## src/rtl/spi_cs_pkg.sv

```systemverilog
package spi_cs_pkg;
   typedef enum logic [2:0] {
      ST_IDLE  = 3'd0,
      ST_SETUP = 3'd1,
      ST_LOW   = 3'd2,
      ST_HIGH  = 3'd3,
      ST_FIN   = 3'd4
   } cs_state_e;
endpackage

```

## src/rtl/spi_cs_phase.sv

```systemverilog
// Converts a divider setting into low/high phase widths in system cycles.
module spi_cs_phase #(
   parameter int DIV_W = 4,
   localparam int CNT_W = DIV_W + 1
) (
   input  logic [DIV_W-1:0] div_val,
   output logic [CNT_W-1:0] low_len,
   output logic [CNT_W-1:0] high_len
);
   logic [CNT_W-1:0] period;

   generate
      if (DIV_W < 1) begin : g_bad_div
         $error("spi_cs_phase: DIV_W must be at least 1");
      end
   endgenerate

   always_comb begin
      period = {1'b0, div_val} + CNT_W'(1);
      if (div_val == '0) begin
         low_len  = CNT_W'(1);
         high_len = CNT_W'(1);
      end else if (div_val[0]) begin
         low_len  = period >> 1;
         high_len = period - low_len;
      end else begin
         low_len  = {1'b0, div_val} >> 1;
         high_len = period - low_len;
      end
   end
endmodule

```

## src/rtl/spi_cs_shift.sv

```systemverilog
// Transmit and receive shift registers, both most significant bit first.
module spi_cs_shift #(
   parameter int WORD_W = 8
) (
   input  logic              clk,
   input  logic              rst_n,
   input  logic              load,
   input  logic [WORD_W-1:0] tx_in,
   input  logic              shift_out,
   input  logic              capture,
   input  logic              miso,
   output logic              mosi_bit,
   output logic [WORD_W-1:0] rx_bits
);
   logic [WORD_W-1:0] tx_sh;
   logic [WORD_W-1:0] rx_sh;

   generate
      if (WORD_W < 2) begin : g_bad_word
         $error("spi_cs_shift: WORD_W must be at least 2");
      end
   endgenerate

   always_ff @(posedge clk or negedge rst_n) begin
      if (!rst_n) begin
         tx_sh <= '0;
      end else if (load) begin
         tx_sh <= tx_in;
      end else if (shift_out) begin
         tx_sh <= {tx_sh[WORD_W-2:0], 1'b0};
      end
   end

   always_ff @(posedge clk or negedge rst_n) begin
      if (!rst_n) begin
         rx_sh <= '0;
      end else if (capture) begin
         rx_sh <= {rx_sh[WORD_W-2:0], miso};
      end
   end

   assign mosi_bit = tx_sh[WORD_W-1];
   assign rx_bits  = rx_sh;
endmodule

```

## src/rtl/spi_cs_master.sv

```systemverilog
module spi_cs_master
   import spi_cs_pkg::*;
#(
   parameter int WORD_W = 8,
   parameter int DIV_W  = 4,
   localparam int CNT_W = DIV_W + 1,
   localparam int BIT_W = $clog2(WORD_W)
) (
   input  logic              clk,
   input  logic              rst_n,
   input  logic              start,
   input  logic [WORD_W-1:0] tx_word,
   input  logic [DIV_W-1:0]  div,
   output logic [WORD_W-1:0] rx_word,
   output logic              done,
   output logic              sclk,
   output logic              ss_n,
   output logic              mosi,
   output logic              mosi_oe,
   input  logic              miso
);
   cs_state_e         state;
   logic [CNT_W-1:0]  cnt;
   logic [BIT_W-1:0]  bitn;
   logic [DIV_W-1:0]  div_q;
   logic [DIV_W-1:0]  tim_div;
   logic [CNT_W-1:0]  low_len, high_len;
   logic              sclk_q, ss_q, oe_q, done_q;
   logic [WORD_W-1:0] rx_q;
   logic              load, shift_out, capture;
   logic              mosi_bit;
   logic [WORD_W-1:0] rx_bits;
   logic              accept, last_bit, cnt_end;

   generate
      if (WORD_W < 2) begin : g_bad_word
         $error("spi_cs_master: WORD_W must be at least 2");
      end
      if (DIV_W < 1) begin : g_bad_div
         $error("spi_cs_master: DIV_W must be at least 1");
      end
   endgenerate

   assign tim_div   = (state == ST_IDLE) ? div : div_q;
   assign accept    = (state == ST_IDLE) && start;
   assign cnt_end   = (cnt == '0);
   assign last_bit  = (bitn == BIT_W'(WORD_W - 1));
   assign load      = accept;
   assign shift_out = (state == ST_HIGH) && cnt_end && !last_bit;
   assign capture   = (state == ST_LOW) && cnt_end;

   spi_cs_phase #(.DIV_W(DIV_W)) u_phase (
      .div_val  (tim_div),
      .low_len  (low_len),
      .high_len (high_len)
   );

   spi_cs_shift #(.WORD_W(WORD_W)) u_shift (
      .clk       (clk),
      .rst_n     (rst_n),
      .load      (load),
      .tx_in     (tx_word),
      .shift_out (shift_out),
      .capture   (capture),
      .miso      (miso),
      .mosi_bit  (mosi_bit),
      .rx_bits   (rx_bits)
   );

   always_ff @(posedge clk or negedge rst_n) begin
      if (!rst_n) begin
         state  <= ST_IDLE;
         cnt    <= '0;
         bitn   <= '0;
         div_q  <= '0;
         sclk_q <= 1'b1;
         ss_q   <= 1'b1;
         oe_q   <= 1'b0;
         done_q <= 1'b0;
         rx_q   <= '0;
      end else begin
         done_q <= 1'b0;
         unique case (state)
            ST_IDLE: begin
               if (start) begin
                  div_q <= div;
                  ss_q  <= 1'b0;
                  oe_q  <= 1'b1;
                  bitn  <= '0;
                  cnt   <= low_len - CNT_W'(1);
                  state <= ST_SETUP;
               end
            end
            ST_SETUP: begin
               if (cnt_end) begin
                  sclk_q <= 1'b0;
                  cnt    <= low_len - CNT_W'(1);
                  state  <= ST_LOW;
               end else begin
                  cnt <= cnt - CNT_W'(1);
               end
            end
            ST_LOW: begin
               if (cnt_end) begin
                  sclk_q <= 1'b1;
                  cnt    <= high_len - CNT_W'(1);
                  state  <= ST_HIGH;
               end else begin
                  cnt <= cnt - CNT_W'(1);
               end
            end
            ST_HIGH: begin
               if (cnt_end) begin
                  if (last_bit) begin
                     ss_q  <= 1'b1;
                     oe_q  <= 1'b0;
                     state <= ST_FIN;
                  end else begin
                     sclk_q <= 1'b0;
                     bitn   <= bitn + BIT_W'(1);
                     cnt    <= low_len - CNT_W'(1);
                     state  <= ST_LOW;
                  end
               end else begin
                  cnt <= cnt - CNT_W'(1);
               end
            end
            ST_FIN: begin
               done_q <= 1'b1;
               rx_q   <= rx_bits;
               state  <= ST_IDLE;
            end
            default: state <= ST_IDLE;
         endcase
      end
   end

   assign sclk    = sclk_q;
   assign ss_n    = ss_q;
   assign mosi_oe = oe_q;
   assign mosi    = oe_q ? mosi_bit : 1'b0;
   assign done    = done_q;
   assign rx_word = rx_q;

   AST_IDLE_CLOCK_HIGH: assert property (@(posedge clk) disable iff (!rst_n)
      ss_n |-> sclk);
   AST_START_IGNORED: assert property (@(posedge clk) disable iff (!rst_n)
      (state != ST_IDLE && start) |=> $stable(div_q));
   AST_MOSI_ON_FALL: assert property (@(posedge clk) disable iff (!rst_n)
      (!ss_n && !$past(ss_n) && mosi != $past(mosi)) |-> $fell(sclk));
   AST_OE_WITH_SELECT: assert property (@(posedge clk) disable iff (!rst_n)
      mosi_oe == !ss_n);
   AST_DONE_AFTER_RELEASE: assert property (@(posedge clk) disable iff (!rst_n)
      $rose(ss_n) |=> done);
   AST_DONE_SINGLE: assert property (@(posedge clk) disable iff (!rst_n)
      done |=> !done);
   AST_RX_HELD: assert property (@(posedge clk) disable iff (!rst_n)
      !done |-> $stable(rx_word));
endmodule

```

## config.mk

```make
export PLATFORM = sky130hd
export DESIGN_NAME = spi_cs_master
export DESIGN_NICKNAME = d
export VERILOG_FILES = /design/src/rtl/spi_cs_pkg.sv /design/src/rtl/spi_cs_phase.sv /design/src/rtl/spi_cs_shift.sv /design/src/rtl/spi_cs_master.sv
export SDC_FILE = /design/constraint.sdc
export NUM_CORES = 1
export LEC_CHECK = 0
export ABC_AREA = 1
export CAP_MARGIN = 20
export CELL_PAD_IN_SITES_DETAIL_PLACEMENT = 1
export CELL_PAD_IN_SITES_GLOBAL_PLACEMENT = 1
export CORE_MARGIN = 4
export CORE_UTILIZATION = 30
export DETAILED_ROUTE_END_ITERATION = 7
export PLACE_DENSITY_LB_ADDON = 0.1
export SLEW_MARGIN = 5
export SYNTH_ARGS = -nofsm -noshare
export SYNTH_HDL_FRONTEND = slang
export SYNTH_SLANG_ARGS = --single-unit
```

## constraint.sdc

```tcl
create_clock -name clk -period 3.4 [get_ports clk]
set_input_delay 1.02 -clock clk [delete_from_list [all_inputs] [get_ports clk]]
set_output_delay 1.02 -clock clk [all_outputs]
set_load 0.02 [all_outputs]
```

=== After elaboration in Yosys (flattened, before gate mapping) ===
Cells that the tools add are included.

* $add $sub $neg: 7
* Equal/unequal tests: 12
* Mux-type cells: 38
* Reductions and logical operators: 18

{| class="wikitable"
|+ Operators by type and width
! cell !! count
|-
| $mux 5 || 7
|-
| $mux 3 || 8
|-
| $pmux 5 s4 || 1
|-
| $mux 8 || 2
|-
| $sub 5x1->5 const B || 3
|-
| $mux 1 || 12
|-
| $mux 4 || 3
|-
| $ne 2x2->1 const B || 6
|-
| $pmux 3 s4 || 1
|-
| $reduce_and 4->1 || 3
|-
| $eq 3x2->1 const B || 2
|-
| $eq 3x3->1 const B || 2
|-
| $pmux 3 s2 || 1
|-
| $add 4x1->5 const B || 1
|-
| $logic_not 5->1 || 1
|-
| $reduce_and 5->1 || 1
|-
| $sub 5x3->5 || 1
|-
| $sub 5x4->5 || 1
|-
| $logic_and 1x1->1 || 4
|-
| $logic_not 4->1 || 1
|-
| $pmux 1 s2 || 2
|-
| $reduce_bool 2->1 || 2
|-
| $reduce_bool 4->1 || 1
|-
| $add 3x1->3 const B || 1
|-
| other kinds (8) || 8
|}

* Register bits: 43
* Output and inout bits: 13
* Logic and storage cells: 86

=== Logic depth before layout (Yosys ltp) ===
Gate-level depths: netlist (run 1).

* Depth in word-level cells: 9
* Gate-level depth with buffers: 21
* Depth with buffers taken out: 21

=== By module ===
From an unflattened synthesis (run 1), not the netlist that was laid out.

* Cells, all modules: 365
* Area, all modules: 2637.5 um^2

{| class="wikitable"
|+ By module, submodules not included
! module !! instances !! cells each !! area an instance (um^2) !! seq. area each (um^2)
|-
| spi_cs_master || 1 || 232 || 1636.6 || 678.2
|-
| spi_cs_shift || 1 || 73 || 676.9 || 400.4
|-
| spi_cs_phase || 1 || 60 || 324.1 || 0.0
|}

=== Worst setup path after synthesis (run 1) ===
Ideal clock, no wire load.

* Path kind: input to register
* Start point: in div[1]
* End point: reg cnt[2]
* Setup time: 77 ps
* Arrival: 3283 ps
* Required time: 3323 ps
* Setup slack: 40 ps
* Stages on the path: 17
* Cell sequence: nand3_1 > nand2_4 > ha_1 > inv_1 > nand2_1 > nand2_2 > o21ai_2 > inv_1 > fa_1 > inv_1 > nand2_1 > ha_1 > a21boi_0 > o21ai_0 > a21oi_1 > a211oi_1 > a21oi_1

* Word-level cells in the longest chain between the ends: 8

{| class="wikitable"
|+ RTL lines
! item !! RTL line !! source
|-
| start, declared || spi_cs_master.sv:13 || <nowiki>input logic [DIV_W-1:0] div,</nowiki>
|-
| $mux 4 (*) || spi_cs_master.sv:44 || <nowiki>assign tim_div = (state == ST_IDLE) ? div : div_q;</nowiki>
|-
| $add 4x1->5 || spi_cs_phase.sv:19 || <nowiki>period = {1'b0, div_val} + CNT_W'(1);</nowiki>
|-
| $sub 5x4->5, or another cell as far along || spi_cs_phase.sv:25 || <nowiki>high_len = period - low_len;</nowiki>
|-
| $mux 5 / $mux 4 (equally long branches) || spi_cs_phase.sv:23, spi_cs_phase.sv:20 ||
|-
| $mux 5 / $sub 5x1->5 (equally long branches) || - ||
|-
| $sub 5x1->5 / $mux 5 (equally long branches) || spi_cs_master.sv:106, spi_cs_master.sv:114 ||
|-
| $mux 5 (on tied branches) || spi_cs_master.sv:104, spi_cs_master.sv:113 ||
|-
| $pmux 5 s4 (*) || spi_cs_master.sv:83 || <nowiki>unique case (state)</nowiki>
|-
| end signal, assigned || spi_cs_master.sv:90 || <nowiki>cnt <= low_len - CNT_W'(1);</nowiki>
|-
| end signal, assigned || spi_cs_master.sv:106 || <nowiki>cnt <= high_len - CNT_W'(1);</nowiki>
|-
| end signal, assigned || spi_cs_master.sv:109 || <nowiki>cnt <= cnt - CNT_W'(1);</nowiki>
|-
| end, declared || spi_cs_master.sv:23 || <nowiki>logic [CNT_W-1:0] cnt;</nowiki>
|}

Every way passes the cells marked *; elsewhere a longest branch is shown, timed or not. The select of a mux whose other input is x is not followed.
A chain may end at the register's enable or synchronous reset.

=== Worst setup path in the final report (run 1) ===
Ends and elaborated chain as after synthesis.

==> results of run 1 <==
[cell usage after synthesis, types with 2 or more instances]
cell type / count / share of area [%]
nand2_1: 83 / 12
xnor2_1: 4 / 1.4
nor2_2: 3 / 0.73
nor2_1: 25 / 3.6
inv_4: 2 / 0.49
nand3_2: 5 / 1.9
a22oi_1: 2 / 0.58
inv_2: 4 / 0.58
dfrtp_1: 41 / 40
ha_1: 11 / 5.3
o21ai_0: 33 / 6.4
o21ai_1: 2 / 0.39
a21oi_2: 2 / 0.68
nand4_1: 3 / 0.73
inv_1: 38 / 5.5
nor2_4: 4 / 1.7
dfstp_2: 2 / 2.0
nand3_1: 17 / 3.3
nand2_4: 3 / 1.3
a31oi_1: 8 / 1.9
clkbuf_1: 3 / 0.44
a22o_1: 2 / 0.68
nand2_2: 8 / 1.9
a21oi_1: 7 / 1.4
[per-stage QoR]
step / area (µm²) / util, % / setup WS, ps
floorplan: 2570 / - / 39.8
global placement: 3150 / 37.9 / -486
detailed placement: 3150 / 37.9 / -600
CTS: 3270 / 39.4 / 19.0
global route: 3330 / 40.1 / -46.2
finish: 3330 / 40.1 / 156
[state kept, by name, indices dropped and copies added, names as in the netlist]
signal / flops
ss_n: 1
u_shift.rx_bits: 8
bitn: 3
u_shift.tx_sh: 8
div_q: 4
rx_word: 8
sclk: 1
mosi_oe: 1
state: 3
cnt: 5
done: 1
[worst max-delay path by stage]
stage	startpoint	end	slack, ps	depth (start not counted)
after floorplan	div[1]	cnt[2]	40	17
after global placement	div[0]	cnt[2]	-490	18
after detailed placement	div[1]	cnt[2]	-600	18
after CTS	div[2]	cnt[2]	20	17
after global routing	div[1]	cnt[2]	-50	18
final	div[1]	cnt[2]	160	16
[per-layer routing]
metal  global-route usage [%]  wire (µm)  vias to the layer above
met4                     3.42         70                        0
met5                        0          0                        -
met1                     17.6       2930                     1101
li1                         -          -                     1168
met3                     2.42        118                        6
met2                     22.8       3140                       16
[cells in the final DEF (no fill, tap or decap), drive strengths merged, types with 2 or more instances in the layout]
cell            n
nand2          94
inv            46
dfrtp          41
o21ai          36
nor2           32
buf            29
clkdlybuf4s50  24
nand3          23
ha             11
a21oi           9
a31oi           8
clkbuf          5
xnor2           4
nand4           3
a22oi           2
a22o            2
dlygate4sd2     2
dfstp           2
clkinv          2
[cell families after synthesis]
group           after synthesis  synth area share, %
compound gates               61                 13.5
xor+xnor                      5                 1.70
fa+ha+maj                    12                 6.12
buf+inv                      51                 8.11
flops                        43                 41.9
simple gates                154                 28.7
[layout make-up]
cell class | count | share of cell area, %
Clock inverter | 3 | 0.790
Tap cell | 105 | 3.95
Sequential cell | 43 | 32.4
Timing Repair Buffer | 56 | 14.8
Clock buffer | 5 | 2.07
Inverter | 45 | 5.23
Multi-Input combinational cell | 232 | 40.7
[what timing repair did]
action,4_1_cts,5_1_grt
resized for setup,10,11
endpoints found under the setup margin,4,4
pin swaps,3,2
endpoints found under the hold margin,0,0
setup buffers,0,1
[critical path, cell delays in order]
cell and delay [ps]:
dlygate4sd2_1 240, nand3_2 100, nand2_4 110, buf_6 130, inv_1 60, ha_1 280
inv_1 90, fa_2 430, inv_1 80, nand2_1 50, ha_1 190, a21boi_4 150
o21ai_1 150, a21oi_1 90, a211oi_2 200, a21oi_1 60
[power by group through the flow]
stage	combinational, mW	sequential, mW	clock (mW)
3_5_place_dp	0.0345	0.526	0
4_1_cts	0.0339	0.516	0.374
2_1_floorplan	0.00267	0.525	0
5_1_grt	0.0366	0.516	0.397
3_3_place_gp	0.0340	0.526	0
6_report	0.0322	0.516	0.354
==> summary.md, run 1 <==
| Metric | Value |
|---|---|
| Leakage | `1.58 nW` |
| Starting density of the core | `between 30% and 40%` |
| Worst Path Max Fanout | `7` |
| Register Area | `about 0.0011 mm²` |
| Final hold violation count | `0` |
| Register area share after synthesis | `41.9%` |
| Min Hold Slack | `478 ps` |
| Launch point of the worst reg-to-reg path | `state[2]` |
| Core ar. | `approximately 0.0083 mm²` |
| Yosys warns | `0` |
| R2r worst-path depth | `17` |
| Number of fill cells | `about 1000` |
| Capture point of the worst reg-to-reg path | `cnt[2]` |
| Total Wirelength | `6260 µm` |
| Psw | `approximately 0.22 mW` |
| RSZ-0062 raised after global routing | `yes` |
| Mapped cell area | `around 0.0026 mm²` |
| Largest net degree at the start of global routing | `27` |
| Multi-input gate area | `about 0.0014 mm²` |
| Root Driver | `clkbuf_8` |
| Syn Area/Cell | `7.90 µm²` |
| Non-Filler Instances | `approximately 490` |
| Unique masters post-synth | `38` |
| CTS buffer count | `5` |
| # H-tree levels | `2` |
| FFs w/ async S/R, synth | `between 90% and 100%` |
| Max-Cap Viols | `0` |
| CTS tree | `done` |
| Outcome | `complete, no violations` |
| Post-Synthesis Net Count | `between 300 and 400` |
| Switching power share of the total | `between 20 and 25%` |
| Slew Limit Fails | `0` |
| R2R setup slack | `320 ps` |
| CP Launch Type | `input pin` |
| Layout cells sized above 1 | `between 20% and 30%` |
| Clock skew | `12.0 ps` |
| Vias per Instance | `4.69` |
| Clk_lat worst skew | `approximately 310 ps` |
| Ant diodes | `0` |
| Min Tclk post-route | `around 3200 ps` |
| Die Width | `a little over 100 µm` |
| DRT Pass-1 Iters | `4` |
| Primary FF master, synth | `dfrtp_1` |
| First-pass GRT wire length | `between 10000 and 15000 µm` |
| GPL Wtd Cong | `0.804` |
| Endpoint, Worst Hold | `div_q[0]` |
| Comb power frac | `3.6%` |
| Die Span Y | `101 µm` |
| Final Cycle Share | `between 90% and 100%` |
| Fin nets | `roughly 410` |
| F_max | `0.308 GHz` |
| Rel. slew slack | `~60%` |
| Final Setup Violations | `0` |
| WP data required | `3590 ps` |
| Post-route antenna net violation count | `0` |
| HPWL Detailed | `slightly below 5000 µm` |
| Post-Synthesis Cells | `about 330` |
| Clock share of power | `between 30% and 40%` |
| Layout area overhead | `29.2%` |
| Iteration-0 DRC Markers | `58` |
| VDD IR-drop max | `0.177 mV` |
| Avg WL per Cell | `approximately 13 µm` |
| Crit path capture type | `flop` |
| Drt drc | `0` |
| CP arrival | `3430 ps` |
| PD cells | `271 mW/mm²` |
| DIE AREA | `slightly above 0.01 mm²` |
| Worst Path Class, Setup | `in2reg` |
| Seq pwr share | `between 50% and 60%` |
| Num ports | `29` |
| Clock transition at path regs | `around 80 ps` |
| GRT overflow | `0` |
| Port bufs | `28` |
| Rows | `33` |
| Total power | `~0.9 mW` |
| CTS Hold Bufs | `0` |
| Placed cell count | `between 400 and 500` |
| Power Internal | `0.682 mW` |
| Worst hold path startpoint | `div_q[0]` |
| Clock sinks | `43` |
| Clk buf depth | `2` |
| Gr usage total | `between 10 and 15%` |
| Via total after detailed routing | `2291` |
| EDFF count, synth | `0` |
| Worst hold path type | `reg2reg` |
| Hold Crit Depth | `2` |
| Actual slew at the worst max-slew pin | `roughly 600 ps` |
| Post-synthesis register bit count | `between 40 and 50` |
| Vias in the first global route | `around 2400` |
| Initial antenna violation count | `0` |
| Setup TNS Final | `0 ps` |
(Power assumes the default switching activity.)
==> run 2, diff against run 1 <==
Settings changed: CORE_UTILIZATION 30 to 42, SKIP_LAST_GASP from default to 1.
==> run 2 against run 1 <==
Cell count fell by 7.4%. Critical path depth is the same. Clock power shrank 4%. Largest cell class unchanged. Global-route usage rose by 5.0 points. Critical endpoint unchanged. Routed wire length is 1.6% lower. Non-clock buffer count is 6 lower.
==> summary.md, run 2 (same netlist as run 1, synthesis figures left out) <==
| Metric | Value |
|---|---|
| CTS tree | `done (unchanged)` |
| Final hold violation count | `0 (unchanged)` |
| Port bufs | `28 (unchanged)` |
| Total power | `0.886 mW (was 0.902 mW)` |
| Worst hold path type | `reg2reg (unchanged)` |
| Core ar. | `0.00592 mm² (was 0.00830 mm²)` |
| PD cells | `274 mW/mm² (was 271 mW/mm²)` |
| Die Span Y | `86.3 µm (was 101 µm)` |
| Gr usage total | `18.4% (was 13.4%)` |
| CP Launch Type | `input pin (unchanged)` |
| Clock transition at path regs | `90 ps (was 80 ps)` |
| Post-route antenna net violation count | `0 (unchanged)` |
| Outcome | `complete, no violations (unchanged)` |
| Slowest cell on the critical path | `fa_2 (unchanged)` |
| Max-Cap Viols | `0 (unchanged)` |
| Commonest non-fill, non-tap cell in the layout | `nand2_1 (unchanged)` |
| Actual slew at the worst max-slew pin | `962 ps (was 598 ps)` |
| Root Driver | `clkbuf_8 (unchanged)` |
| Worst Path Buf+Inv | `5 (unchanged)` |
| Largest stage delay on the critical path | `520 ps (was 430 ps)` |
| Worst hold path startpoint | `rx_word[3] (was div_q[0])` |
| Leakage | `1.53 nW (was 1.58 nW)` |
| Crit path max-delay family | `adder cells (unchanged)` |
| Starting density of the core | `43.5% (was 31.0%)` |
| Rel. slew slack | `35.9% (was 60.2%)` |
| Multi-input gate area | `0.00136 mm² (was 0.00135 mm²)` |
| Total Wirelength | `6160 µm (was 6260 µm)` |
| Setup TNS Final | `0 ps (unchanged)` |
| Vias per Instance | `5.15 (was 4.69)` |
| Vias in the first global route | `2459 (was 2381)` |
| RSZ-0062 raised after global routing | `no (was yes)` |
| Final Cycle Share | `94.2% (was 95.4%)` |
| GPL Wtd Cong | `0.800 (was 0.804)` |
| Avg WL per Cell | `13.6 µm (was 12.8 µm)` |
| CTS Hold Bufs | `0 (unchanged)` |
| Layout cells sized above 1 | `20.9% (was 21.4%)` |
| Clk_lat worst skew | `300 ps (was 310 ps)` |
| Initial antenna violation count | `0 (unchanged)` |
| Clock skew | `7.46 ps (was 12.0 ps)` |
| Layout area overhead | `25.7% (was 29.2%)` |
| Slew Limit Fails | `0 (unchanged)` |
| Most frequent cells in the layout | `nand2_1 (83), dfrtp_1 (41), inv_1 (36) (was nand2_1 (83), dfrtp_1 (41), inv_1 (37))` |
| CTS buffer count | `5 (unchanged)` |
| DIE AREA | `0.00745 mm² (was 0.0101 mm²)` |
| Ant diodes | `0 (unchanged)` |
| Register Area | `0.00108 mm² (unchanged)` |
| Worst Path Max Fanout | `6 (was 7)` |
| Rows | `28 (was 33)` |
| Cell mode on critical path | `inv_1 (unchanged)` |
| Final Setup Violations | `0 (unchanged)` |
| Clock sinks | `43 (unchanged)` |
| Min Tclk post-route | `3200 ps (was 3240 ps)` |
| Fin nets | `405 (was 411)` |
| WP data required | `3630 ps (was 3590 ps)` |
| Crit path capture type | `flop (unchanged)` |
| DRT Pass-1 Iters | `4 (unchanged)` |
| Clk buf depth | `2 (unchanged)` |
| Setup crit start | `div[0] (was div[1])` |
| Iteration-0 DRC Markers | `53 (was 58)` |
| First-pass GRT wire length | `11100 µm (about the same)` |
| GRT overflow | `0 (unchanged)` |
| Largest net degree at the start of global routing | `44 (was 27)` |
| Worst Path Class, Setup | `in2reg (unchanged)` |
| Drt drc | `0 (unchanged)` |
| HPWL Detailed | `4740 µm (was 4940 µm)` |
| Cells along the critical path | `clkdlybuf4s15_1 -> nand3_2 -> nand2_4 -> buf_4 -> inv_1 -> ha_4 -> inv_1 -> fa_2 -> inv_1 -> nand2_1 -> ha_2 -> a21boi_4 -> o21ai_1 -> a21oi_1 -> a211oi_2 -> a21oi_1 (was dlygate4sd2_1 -> nand3_2 -> nand2_4 -> buf_6 -> inv_1 -> ha_1 -> inv_1 -> fa_2 -> inv_1 -> nand2_1 -> ha_1 -> a21boi_4 -> o21ai_1 -> a21oi_1 -> a211oi_2 -> a21oi_1)` |
| VDD IR-drop max | `0.235 mV (was 0.177 mV)` |
| F_max | `0.312 GHz (was 0.308 GHz)` |
| Via total after detailed routing | `2331 (was 2291)` |
| Launch point of the worst reg-to-reg path | `state[2] (unchanged)` |
| Die Width | `86.3 µm (was 101 µm)` |
| CP arrival | `3430 ps (about the same)` |
| # H-tree levels | `2 (unchanged)` |
| Num ports | `29 (unchanged)` |
| Number of fill cells | `745 (was 1019)` |
==> run 2: changes by cell type in the layout (fill, tap and decap cells not counted) <==
cell,previous run,this run
dlygate4sd2_1,2,0
clkbuf_2,0,1
clkdlybuf4s15_1,0,1
buf_6,2,0
inv_1,37,36
o21ai_1,5,4
ha_2,0,1
ha_1,9,8
buf_4,26,22
clkinv_4,1,0
o21ai_0,30,31
inv_6,2,1
clkinvlp_4,0,3
==> run 2: power by group <==
| group | internal (mW) | total [mW] | leakage (nW) | switching [mW] |
|---|---|---|---|---|
| clock | 0.147 | 0.340 | 0.0408 | 0.193 |
| combinational | 0.0147 | 0.0301 | 0.951 | 0.0154 |
| sequential | 0.514 | 0.516 | 0.542 | 0.00152 |
| total | 0.676 | 0.886 | 1.53 | 0.210 |
==> run 2: area by class of cell <==
type,instances,share of cell area [%]
clock buffer,5,2.13
timing repair buffer,50,13.5
multi-input combinational,232,41.9
sequential,43,33.3
inverter,45,5.49
tap,75,2.90
clock inverter,3,0.734
==> run 2: routing by layer <==
metal | GRT usage (%) | share of wire, % | wire length, µm
met3 | 3.04 | 2.5 | 155
met1 | 23.2 | 44 | 2740
met4 | 4.82 | 1.4 | 89
met5 | 0 | 0 | 0
met2 | 32.7 | 52 | 3180
==> run 2: per-stage QoR <==
step / utilization [%] / hold slack, ps / std cells / instance area [µm²] / setup slack, ps
after floorplan: - / 442 / 326 / 2570 / 39.8
after global placement: 51.7 / 461 / 443 / 3060 / -453
after detailed placement: 51.7 / 476 / 443 / 3060 / -634
after CTS: 53.8 / 498 / 451 / 3190 / 104
after global routing: 54.7 / 527 / 453 / 3240 / 1.47
final: 54.7 / 492 / 453 / 3240 / 197
==> run 2: what timing repair did <==
item                       4_1_cts  5_1_grt
gates resized for setup         13       10
setup buffers                    0        2
setup endpoints to repair        4        4
pin swaps                        0        5
==> run 2: worst paths after layout <==
| check | end | slack [ps] | cells after the start |
|---|---|---|---|
| worst max register to register | cnt[2] | 270 | 17 |
| worst max-delay path | cnt[2] | 200 | 16 |
| worst min register to register | rx_word[3] | 490 | 2 |
| worst min-delay path | rx_word[3] | 490 | 2 |
| min in group asynchronous | cnt[4] | 850 | 1 |
| max in group asynchronous | u_shift.tx_sh[4] | 1930 | 1 |
==> run 2: tightest hold or removal path: cells and delay by family (launching register included) <==
family	cells	cell delay, ps
AO/OA/AOI/OAI	1	60
flip-flops	1	360
AND/OR/NAND/NOR	1	50
==> run 3, diff against run 2 <==
Settings changed: CORE_UTILIZATION 42 to 45.
Clock period 3.4 ns to 3.8 ns, I/O delays scaled along.
==> run 3 against run 2 <==
Combinational power grew 4%. Worst hold slack lost 6.3 ps. Critical path depth grew 2. Final area shrank 0.39%. Setup slack lost 110 ps. Sequential share of layout area grew 0.13 points. Critical path type unchanged. Largest power group unchanged. Highest routed layer unchanged.
==> summary.md, run 3 (same netlist as run 1, synthesis figures left out) <==
| Metric | Value |
|---|---|
| WP data required | `4040 ps (was 3630 ps)` |
| Vias per Instance | `5.21 (was 5.15)` |
| Total power | `0.858 mW (was 0.886 mW)` |
| Clock skew | `11.1 ps (was 7.46 ps)` |
| Post-route antenna net violation count | `0 (unchanged)` |
| Starting density of the core | `46.5% (was 43.5%)` |
| Fin nets | `397 (was 405)` |
| Worst hold path type | `reg2reg (unchanged)` |
| Die Width | `83.6 µm (was 86.3 µm)` |
| Crit path capture type | `flop (unchanged)` |
| Layout cells sized above 1 | `18.9% (was 20.9%)` |
| Register Area | `0.00108 mm² (unchanged)` |
| # H-tree levels | `2 (unchanged)` |
| CP arrival | `3950 ps (was 3430 ps)` |
| Leakage | `1.52 nW (was 1.53 nW)` |
| F_max | `about 0.27 GHz` |
| CTS buffer count | `5 (unchanged)` |
| Placed cell count | `433 (was 443)` |
| DIE AREA | `0.00700 mm² (was 0.00745 mm²)` |
| Die Span Y | `83.6 µm (was 86.3 µm)` |
| Worst Path Max Fanout | `3 (was 6)` |
| Final hold violation count | `0 (unchanged)` |
| Num ports | `29 (unchanged)` |
| GPL Wtd Cong | `0.846 (was 0.800)` |
| Number of fill cells | `701 (was 745)` |
| Final Cycle Share | `97.8%` |
| Core ar. | `0.00554 mm² (was 0.00592 mm²)` |
| First-pass GRT wire length | `11300 µm (was 11100 µm)` |
| Most frequent cells in the layout | `nand2_1 (83), dfrtp_1 (41), inv_1 (37) (was nand2_1 (83), dfrtp_1 (41), inv_1 (36))` |
| Multi-input gate area | `0.00137 mm² (was 0.00136 mm²)` |
| Slew Limit Fails | `0 (unchanged)` |
| Port bufs | `28 (unchanged)` |
| Via total after detailed routing | `2302 (was 2331)` |
| Gr usage total | `19.5% (was 18.4%)` |
| DRT Pass-1 Iters | `4 (unchanged)` |
| Vias in the first global route | `2401 (was 2459)` |
| GRT overflow | `0 (unchanged)` |
| Layout area overhead | `25.2% (was 25.7%)` |
| Total Wirelength | `6780 µm (was 6160 µm)` |
| Rel. slew slack | `45.5% (was 35.9%)` |
| Iteration-0 DRC Markers | `53 (unchanged)` |
| Min Tclk post-route | `between 3000 and 4000 ps` |
| Largest net degree at the start of global routing | `44 (unchanged)` |
| Final Setup Violations | `0 (unchanged)` |
| Final Cell Area | `0.00322 mm² (was 0.00324 mm²)` |
| CTS tree | `done (unchanged)` |
| Clk buf depth | `2 (unchanged)` |
| Non-Filler Instances | `442 (was 453)` |
| VDD IR-drop max | `0.160 mV (was 0.235 mV)` |
| Commonest non-fill, non-tap cell in the layout | `nand2_1 (unchanged)` |
| Rows | `27 (was 28)` |
| HPWL Detailed | `4740 µm (about the same)` |
| Outcome | `complete, no violations (unchanged)` |
| Initial antenna violation count | `0 (unchanged)` |
| Worst Path Class, Setup | `in2reg (unchanged)` |
| Ant diodes | `0 (unchanged)` |
| Root Driver | `clkbuf_8 (unchanged)` |
| Clock sinks | `43 (unchanged)` |
| PD cells | `266 mW/mm² (was 274 mW/mm²)` |
| Actual slew at the worst max-slew pin | `814 ps (was 962 ps)` |
| DP Area | `0.00300 mm² (was 0.00306 mm²)` |
| Clock transition at path regs | `90 ps (about the same)` |
| Clk_lat worst skew | `300 ps (about the same)` |
| Max-Cap Viols | `0 (unchanged)` |
| Avg WL per Cell | `15.3 µm (was 13.6 µm)` |
| Drt drc | `0 (unchanged)` |
| CP Launch Type | `input pin (unchanged)` |
run 3: worst max-delay path: stages:
cell and delay (ps):
clkdlybuf4s50_1 500, nand3_2 120, nand2_4 120, ha_4 140, inv_1 60, nand2_1 90, nand2_2 80, o21ai_4 170
inv_2 60, fa_2 550, inv_1 50, nand2_1 60, ha_1 180, a21boi_4 220, o21ai_1 70, a21oi_1 160
a211oi_2 50, a21oi_1 110
run 3: power breakdown:
part / internal [mW] / total [mW] / switching, mW
Clock: 0.196 / 0.366 / 0.170
Combinational: 0.0169 / 0.0313 / 0.0144
Sequential: 0.460 / 0.461 / 0.00134
run 3: layer usage:
metal,global-route usage (%),wire [µm]
met5,0,0
met4,5.99,153
met3,3.65,159
met2,35.8,3650
met1,22.9,2830
run 3: through the flow:
step           hold slack, ps  util [%]  setup TNS, ps  setup WS, ps
2_1_floorplan             442         -              0           320
6_report                  486      58.2              0          85.4
4_1_cts                   484      56.2              0          12.2
3_3_place_gp              457      54.2           -478          -166
5_1_grt                   505      58.2           -127         -82.8
3_5_place_dp              462      54.2          -1020          -317
run 3: final timing paths:
check | from | to | slack [ps] | cells after the start
min reg2reg | div_q[1] | div_q[1] | 490 | 2
max | div[0] | cnt[2] | 90 | 18
min | div_q[1] | div_q[1] | 490 | 2
max reg2reg | state[2] | cnt[2] | 460 | 18
min in group asynchronous | rst_n | cnt[2] | 820 | 1
max in group asynchronous | rst_n | sclk | 2400 | 2
run 3: final cells by class:
cell class / count / area share [%]
Clock buffer: 5 / 2.13
Clock inverter: 3 / 1.36
Inverter: 45 / 5.39
Multi-Input combinational cell: 232 / 42.5
Sequential cell: 43 / 33.4
Tap cell: 72 / 2.79
Timing Repair Buffer: 42 / 12.4
run 3: what timing repair did:
item                       CTS  global route
hold buffers                 0             0
resized for setup            0            19
setup buffers                0             0
setup endpoints to repair    0             4
hold endpoints to repair     0             0
